## config.mk

```make
export PLATFORM = sky130hd
export DESIGN_NAME = vdp_host_port
export DESIGN_NICKNAME = d
export VERILOG_FILES = /design/src/rtl/vhp_pkg.sv /design/src/rtl/vhp_ctrl_seq.sv /design/src/rtl/vhp_addr_cnt.sv /design/src/rtl/vhp_access_arb.sv /design/src/rtl/vdp_host_port.sv
export SDC_FILE = /design/constraint.sdc
export NUM_CORES = 1
export LEC_CHECK = 0
export BUFFER_PORTS_ARGS = -buffer_cell sky130_fd_sc_hd__buf_4
export CAP_MARGIN = 20
export CORE_MARGIN = 5
export CORE_UTILIZATION = 55
export DETAILED_ROUTE_END_ITERATION = 8
export GPL_ROUTABILITY_DRIVEN = 0
export PLACE_DENSITY = 0.87
export SLEW_MARGIN = 0
export SYNTH_ARGS = -nofsm -noshare
export SYNTH_HDL_FRONTEND = slang
export SYNTH_SLANG_ARGS = --single-unit
```

## constraint.sdc

```tcl
create_clock -name clk -period 2.3 [get_ports clk]
set_clock_uncertainty 0.15 [all_clocks]
set_input_delay 0.23 -clock clk [delete_from_list [all_inputs] [get_ports clk]]
set_output_delay 0.23 -clock clk [all_outputs]
set_load 0.02 [all_outputs]
```

## src/rtl/vhp_pkg.sv

```systemverilog
package vhp_pkg;
    typedef enum logic {
        SEQ_FIRST,
        SEQ_SECOND
    } seq_state_t;

    typedef enum logic [1:0] {
        ARB_IDLE,
        ARB_WRITE,
        ARB_FETCH,
        ARB_WRITE_FETCH
    } arb_state_t;

    localparam int unsigned CTRL_REG_BIT  = 7;
    localparam int unsigned CTRL_MODE_BIT = 6;
endpackage

```

## src/rtl/vhp_ctrl_seq.sv

```systemverilog
module vhp_ctrl_seq
    import vhp_pkg::*;
#(
    parameter int unsigned ADDR_W = 14,
    parameter int unsigned REG_W  = 6
) (
    input  logic              clk,
    input  logic              rst_n,
    input  logic              host_cs,
    input  logic              host_wr,
    input  logic              host_sel,
    input  logic [7:0]        host_wdata,
    output logic              cmd_reg_wr,
    output logic [REG_W-1:0]  cmd_reg_num,
    output logic [7:0]        cmd_reg_data,
    output logic              cmd_addr_ld,
    output logic              cmd_rd_mode,
    output logic [ADDR_W-1:0] cmd_addr
);
    localparam int unsigned HI_W = ADDR_W - 8;

    seq_state_t state_q, state_d;
    logic [7:0] first_q;
    logic       ctrl_wr, other_acc;

    assign ctrl_wr   = host_cs && host_sel && host_wr;
    assign other_acc = host_cs && !(host_sel && host_wr);

    always_comb begin
        state_d = state_q;
        unique case (state_q)
            SEQ_FIRST: begin
                if (ctrl_wr) state_d = SEQ_SECOND;
            end
            SEQ_SECOND: begin
                if (ctrl_wr || other_acc) state_d = SEQ_FIRST;
            end
        endcase
    end

    always_ff @(posedge clk) begin
        if (!rst_n) begin
            state_q <= SEQ_FIRST;
            first_q <= 8'h00;
        end else begin
            state_q <= state_d;
            if (ctrl_wr && state_q == SEQ_FIRST) first_q <= host_wdata;
        end
    end

    always_comb begin
        cmd_reg_wr   = 1'b0;
        cmd_addr_ld  = 1'b0;
        cmd_rd_mode  = !host_wdata[CTRL_MODE_BIT];
        cmd_reg_num  = host_wdata[REG_W-1:0];
        cmd_reg_data = first_q;
        cmd_addr     = {host_wdata[HI_W-1:0], first_q};
        unique case (state_q)
            SEQ_FIRST: ;
            SEQ_SECOND: begin
                if (ctrl_wr) begin
                    cmd_reg_wr  = host_wdata[CTRL_REG_BIT];
                    cmd_addr_ld = !host_wdata[CTRL_REG_BIT];
                end
            end
        endcase
    end


    first_flag_reset_chk: assert property (@(posedge clk) disable iff (!rst_n)
        other_acc |=> state_q == SEQ_FIRST);
endmodule

```

## src/rtl/vhp_addr_cnt.sv

```systemverilog
module vhp_addr_cnt #(
    parameter int unsigned ADDR_W = 14
) (
    input  logic              clk,
    input  logic              rst_n,
    input  logic              ld,
    input  logic [ADDR_W-1:0] ld_val,
    input  logic              inc,
    output logic [ADDR_W-1:0] addr
);
    always_ff @(posedge clk) begin
        if (!rst_n)   addr <= '0;
        else if (ld)  addr <= ld_val;
        else if (inc) addr <= addr + 1'b1;
    end


    addr_step_chk: assert property (@(posedge clk) disable iff (!rst_n)
        (inc && !ld) |=> addr == ADDR_W'($past(addr) + 1'b1));
endmodule

```

## src/rtl/vhp_access_arb.sv

```systemverilog
module vhp_access_arb
    import vhp_pkg::*;
(
    input  logic clk,
    input  logic rst_n,
    input  logic set_wr,
    input  logic set_rd,
    input  logic clr_rd,
    input  logic grant,
    output logic req,
    output logic we,
    output logic served_wr,
    output logic served_rd
);
    arb_state_t state_q, state_d;
    logic wr_p, rd_p, wr_n, rd_n;

    always_comb begin
        wr_p = 1'b0;
        rd_p = 1'b0;
        unique case (state_q)
            ARB_IDLE:        ;
            ARB_WRITE:       wr_p = 1'b1;
            ARB_FETCH:       rd_p = 1'b1;
            ARB_WRITE_FETCH: begin wr_p = 1'b1; rd_p = 1'b1; end
        endcase
    end

    always_comb begin
        served_wr = grant && wr_p;
        served_rd = grant && !wr_p && rd_p;
        wr_n = (wr_p && !served_wr) || set_wr;
        rd_n = ((rd_p && !served_rd) || set_rd) && !clr_rd;
        unique case ({wr_n, rd_n})
            2'b00: state_d = ARB_IDLE;
            2'b10: state_d = ARB_WRITE;
            2'b01: state_d = ARB_FETCH;
            2'b11: state_d = ARB_WRITE_FETCH;
        endcase
    end

    always_ff @(posedge clk) begin
        if (!rst_n) state_q <= ARB_IDLE;
        else        state_q <= state_d;
    end

    always_comb begin
        req = 1'b0;
        we  = 1'b0;
        unique case (state_q)
            ARB_IDLE:        ;
            ARB_WRITE:       begin req = 1'b1; we = 1'b1; end
            ARB_FETCH:       req = 1'b1;
            ARB_WRITE_FETCH: begin req = 1'b1; we = 1'b1; end
        endcase
    end


    write_hold_chk: assert property (@(posedge clk) disable iff (!rst_n)
        (req && we && !grant) |=> (req && we));
endmodule

```

## src/rtl/vdp_host_port.sv

```systemverilog
module vdp_host_port
    import vhp_pkg::*;
#(
    parameter int unsigned ADDR_W = 14,
    parameter int unsigned REG_W  = 6
) (
    input  logic              clk,
    input  logic              rst_n,
    input  logic              host_cs,
    input  logic              host_wr,
    input  logic              host_sel,
    input  logic [7:0]        host_wdata,
    output logic [7:0]        host_rdata,
    output logic              reg_we,
    output logic [REG_W-1:0]  reg_num,
    output logic [7:0]        reg_data,
    output logic              mem_req,
    output logic              mem_we,
    output logic [ADDR_W-1:0] mem_addr,
    output logic [7:0]        mem_wdata,
    input  logic              mem_grant,
    input  logic [7:0]        mem_rdata
);
    logic              cmd_reg_wr, cmd_addr_ld, cmd_rd_mode;
    logic [REG_W-1:0]  cmd_reg_num;
    logic [7:0]        cmd_reg_data;
    logic [ADDR_W-1:0] cmd_addr;
    logic              data_wr, data_rd;
    logic              served_wr, served_rd;
    logic [7:0]        wbuf_q, rd_latch_q;

    assign data_wr = host_cs && !host_sel && host_wr;
    assign data_rd = host_cs && !host_sel && !host_wr;

    vhp_ctrl_seq #(.ADDR_W(ADDR_W), .REG_W(REG_W)) u_seq (
        .clk          (clk),
        .rst_n        (rst_n),
        .host_cs      (host_cs),
        .host_wr      (host_wr),
        .host_sel     (host_sel),
        .host_wdata   (host_wdata),
        .cmd_reg_wr   (cmd_reg_wr),
        .cmd_reg_num  (cmd_reg_num),
        .cmd_reg_data (cmd_reg_data),
        .cmd_addr_ld  (cmd_addr_ld),
        .cmd_rd_mode  (cmd_rd_mode),
        .cmd_addr     (cmd_addr)
    );

    vhp_access_arb u_arb (
        .clk       (clk),
        .rst_n     (rst_n),
        .set_wr    (data_wr),
        .set_rd    (data_rd || (cmd_addr_ld && cmd_rd_mode)),
        .clr_rd    (cmd_addr_ld && !cmd_rd_mode),
        .grant     (mem_grant),
        .req       (mem_req),
        .we        (mem_we),
        .served_wr (served_wr),
        .served_rd (served_rd)
    );

    vhp_addr_cnt #(.ADDR_W(ADDR_W)) u_addr (
        .clk    (clk),
        .rst_n  (rst_n),
        .ld     (cmd_addr_ld),
        .ld_val (cmd_addr),
        .inc    (served_wr || served_rd),
        .addr   (mem_addr)
    );

    always_ff @(posedge clk) begin
        if (!rst_n) begin
            reg_we     <= 1'b0;
            reg_num    <= '0;
            reg_data   <= 8'h00;
            wbuf_q     <= 8'h00;
            rd_latch_q <= 8'h00;
        end else begin
            reg_we <= cmd_reg_wr;
            if (cmd_reg_wr) begin
                reg_num  <= cmd_reg_num;
                reg_data <= cmd_reg_data;
            end
            if (data_wr)   wbuf_q     <= host_wdata;
            if (served_rd) rd_latch_q <= mem_rdata;
        end
    end

    assign mem_wdata  = wbuf_q;
    assign host_rdata = host_sel ? 8'h00 : rd_latch_q;


    reg_pulse_chk: assert property (@(posedge clk) disable iff (!rst_n)
        reg_we |=> !reg_we);


    latch_hold_chk: assert property (@(posedge clk) disable iff (!rst_n)
        !(mem_grant && mem_req && !mem_we) |=> $stable(rd_latch_q));
endmodule

```

# == Yosys cells after proc, flatten, opt, wreduce, memory -nomap -nowiden ==
# Cells that the tools add are included.
# word_totals
wordCells,66
regBits,56
in_bits,22
out_inout_bits,47
# classes
muxes,14
n_reduce_logical,35
addsub,1
n_eq_ne,6
bitwise_logic,1
# ops
cell,count
14-bit 2-to-1 mux,2
1-bit logical AND,16
"14-bit by 1-bit adder with 14-bit output, second input constant",1
1-bit logical NOT,9
1-bit 2-to-1 mux,9
"2-bit == test, second input constant",4
8-bit 2-to-1 mux,1
2-bit case mux with 4 select lines,1
1-bit logical OR,5
"2-bit by 1-bit == test with 1-bit output, second input constant",2
2-bit OR reduction,2
3-bit OR reduction,1
2-bit logical NOT,1
1-bit case mux with 2 select lines,1
2-bit nonzero test,1
1-bit inverter,1

# == Longest topological paths before layout ==
# depth
depth_word,12
ltp_mapped,6
depth_no_buf,5

# == Hierarchy ==
# A second synthesis with hierarchy kept.
# hier_totals
cells_unflattened,281
hier_area_um2,2677.6
# by_module_without_submodules
module,instances,seq_area_each_um2,cells_each,area_per_inst_um2
vdp_host_port,1,620.6,122,1280.0
vhp_addr_cnt,1,280.3,84,748.2
vhp_ctrl_seq,1,180.2,64,539.3
vhp_access_arb,1,40.0,11,110.1

# == Worst setup path after synthesis ==
# No wires, ideal clock.
# synth_path
path_type,register -> register
startpoint,register u_addr.addr[1]
endpoint,register u_addr.addr[10]
n_path_buf,0
t_arrival_ns,1.274
setup_time_ns,0.122
setup_slack_ns,0.755
stages_incl_launch_ff,6
cell_sequence,dfxtp_1 ha_1 nand2_1 nor4_1 xnor2_1 a21oi_1
# synth_via
elab_chain_cells,3
# synth_lines
element,line_no,text
from (decl),vhp_addr_cnt.sv:9,output logic [ADDR_W-1:0] addr
from (signal assigned),vhp_addr_cnt.sv:13,else if (ld) addr <= ld_val;
from (signal assigned),vhp_addr_cnt.sv:14,else if (inc) addr <= addr + 1'b1;
14-bit by 1-bit adder with 14-bit output,vhp_addr_cnt.sv:14,
14-bit 2-to-1 mux,vhp_addr_cnt.sv:14,
14-bit 2-to-1 mux,vhp_addr_cnt.sv:13,
# No other way between the ends. The select of a mux whose other input is x is not followed.
# A chain may end at the register's enable or synchronous reset.

# == Worst setup path after layout ==
# layout_path
startpoint,register u_seq.state_q
endpoint,register u_addr.addr[12]
# layout_via
elab_chain_cells,2
word_cells_on_any_way,3
cone_classes,mux: 2; reduce/logical: 1
# layout_lines
element,line_no,text
from (decl),vhp_ctrl_seq.sv:22,"seq_state_t state_q, state_d;"
from (signal assigned),vhp_ctrl_seq.sv:46,state_q <= state_d;
1-bit 2-to-1 mux (*),vhp_ctrl_seq.sv:58,unique case (state_q)
14-bit 2-to-1 mux or 2-bit nonzero test (tied branches),n/a,
# Mark *: on every way between the ends. The rest lies on a longest branch, timed or not.

==> out/metrics.csv <==
metric,value,unit
rsz0062_at_grt,no,
whs_path_depth,3,
r2r_slack,0.46,ns
via_count,2064,
crit_buf_inv,0,
worst_slew_pin_slew,0.694,ns
grt_pass1_wl,9.66,mm
worstPathRequired,2.31,ns
cts_sinks,56,
drt-total-wl,5.52,mm
status,"complete, no violations",
path_clk_slew,0.09,ns
syn_nets,300,
synth_cell_type_count,33,
io-pin-count,69,
vias_per_cell,5.28,
path_depth,4,
diodes,0,
cts_resized,0,
synth_top_area_frac,0.464,
initial_core_util,0.563,
fp.dieW,76.3,µm
grt_max_degree,57,
hold_violations,0,
cts_buffers,5,
synth_area_leaders,"dfxtp_1 46%, nand2_1 10%, a21boi_0 9.6%",
leakagePower,1.26,nW
synth_seq_area_share,0.464,
clk_latency,0.30,ns
fin_nets,361,
slew_headroom,0.536,
period_minus_slack,1.84,ns
cp_slowest_cell,nand3b_1,
power_density,596,nW/µm²
path_cells,and3_1 -> nand3b_1 -> o21ai_0 -> a21oi_1,
synth_area,2420,µm²
drive_gt1_frac,0.248,
die_area,5820,µm²
power,1.82,mW
hold_class,in -> reg,
grt-ovfl-total,0,
reg2reg_depth,4,
endpoint_kind,flop,
irDropWorstVdd,0.389,mV
drtIter0Drc,134,
row_count,24,
die_y,76.3,µm
synth_area_per_cell,8.73,µm²
htree_levels,2,
yosysTopAreaCell,dfxtp_1,
grt_pass1_vias,2029,
antenna_found_initial,0,
period_share,0.800,
post_cts.repair.setup_buffers,0,
critical_path.top_delay_family,simple AND/OR/NAND/NOR gates,
synth_cells,277,
crit_path_start_kind,flop,
ys_seq_elements,56,
critical_path_class,reg -> reg,
detail-route-antenna-nets,0,
cts_tree,yes,
grt_usage,0.199,
cp_max_fo,23,
cpPeakStageDelay,0.49,ns
coreArea,4290,µm²
cts_root_buffer,clkbuf_8,
cap_violations,0,
setup_viol,0,
syn_to_final_growth,26.7,%
fmax,0.544,GHz
yosysWarnings,0,
clk_path_buf_depth,2,
holdBufCountCts,0,
cp.arrival,1.85,ns
drtPass1Iterations,4,
drc,0,
fin_tns_setup,0,ns
port_buffers,68,
drv_slew,0,
dp_hpwl,4.06,mm
drt-wirelength-per-cell,14.1,µm
fillers,328,
## metal layers
metal | GRT usage | up-vias | wire length [µm]
li1 | - | 1060 | -
met1 | 0.250 | 950 | 2490
met2 | 0.330 | 48 | 2730
met3 | 0.0579 | 6 | 235
met4 | 0.0577 | 0 | 61
met5 | 0 | - | 0
## area by class of cell
type                    count  area [µm²]  area share
clock buffers               7        96.3      0.0315
flip-flops and latches     56        1120       0.366
well taps                  52        65.1      0.0213
inverters                   2        7.51     0.00245
multi-input cells         203        1220       0.397
repair buffers             70         526       0.172
clock inverters             1        30.0     0.00981
## state kept, by name (all words and copies together) (netlist names)
name                count
mem_wdata               8
rd_latch_q              8
reg_data                8
reg_num                 6
reg_we                  1
u_addr.addr            14
u_arb.state_q           2
u_seq.cmd_reg_data      8
u_seq.state_q           1
## tightest hold or removal path, delay by kind of cell
kind                   cells  cell delay [ns]
multiplexers               1             0.05
buffers and inverters      1             0.08
AND/OR/NAND/NOR            1             0.09
## final timing paths
kind / start / to
setup reg to reg: u_seq.state_q$_SDFF_PN0_ / u_addr.addr[12]$_SDFFE_PN0P_
hold / removal: mem_rdata[0] / rd_latch_q[0]$_SDFFE_PN0P_
hold reg to reg: mem_wdata[0]$_SDFFE_PN0P_ / mem_wdata[0]$_SDFFE_PN0P_
setup / recovery: u_seq.state_q$_SDFF_PN0_ / u_addr.addr[12]$_SDFFE_PN0P_
## synthesized netlist by cell type
| library cell | instances |
|---|---|
| dfxtp_1 | 56 |
| nand3b_1 | 2 |
| mux2i_1 | 10 |
| buf_4 | 1 |
| a22oi_1 | 1 |
| nor3_1 | 4 |
| xnor2_1 | 11 |
| a21oi_1 | 12 |
| buf_2 | 7 |
| nand2b_1 | 1 |
| nand4_1 | 2 |
| xor2_1 | 2 |
| nand4_2 | 1 |
| o21ai_0 | 13 |
| o211a_1 | 2 |
| nor2_1 | 4 |
| or2b_1 | 2 |
| a21boi_1 | 1 |
| nor2b_1 | 16 |
| o211ai_4 | 1 |
| and3_1 | 2 |
| ha_1 | 1 |
| nand4b_1 | 1 |
| nor3b_2 | 1 |
| and2_1 | 2 |
| nand3_1 | 5 |
| nand2_1 | 67 |
| o211ai_2 | 1 |
| nor4_1 | 5 |
| clkbuf_1 | 8 |
| a21boi_0 | 31 |
| inv_1 | 2 |
| or2_2 | 2 |
## cell usage in the layout (no fill, tap or decap), drive strengths merged
cell     n
a21boi  32
a21oi   12
a22oi    1
and2     2
and3     2
buf     70
bufinv   1
clkbuf   7
dfxtp   56
ha       1
inv      2
mux2i   10
nand2   67
nand2b   1
nand3    5
nand3b   2
nand4    3
nand4b   1
nor2     4
nor2b   16
nor3     4
nor3b    1
nor4     5
o211a    2
o211ai   2
o21ai   13
or2      2
or2b     2
xnor2   11
xor2     2
## stage by stage
stage	instances	instance area, µm²	util	hold slack, ns	setup slack, ns
6_report	391	3060	0.713	0.0242	0.461
5_1_grt	391	3060	0.713	0.0377	0.246
4_1_cts	391	3060	0.713	0.0213	0.471
3_5_place_dp	383	2940	0.684	0.308	0.439
3_3_place_gp	383	2940	0.684	0.302	0.547
2_1_floorplan	277	2420	-	0.225	0.755
## kinds of logic after synthesis
kind of cell	after synthesis	synth area share
buffers and inverters	18	0.0331
flip-flops	56	0.464
AND/OR/NAND/NOR	117	0.233
multiplexers	10	0.0414
XOR/XNOR	13	0.0471
AO/OA/AOI/OAI	62	0.177
adder cells (fa/ha/maj)	1	0.00518
## power breakdown
part | internal [mW] | switching (mW)
logic | 0.0670 | 0.0744
clock network | 0.384 | 0.297
registers | 0.985 | 0.0162
total | 1.44 | 0.387
(Power assumes the default switching activity.)
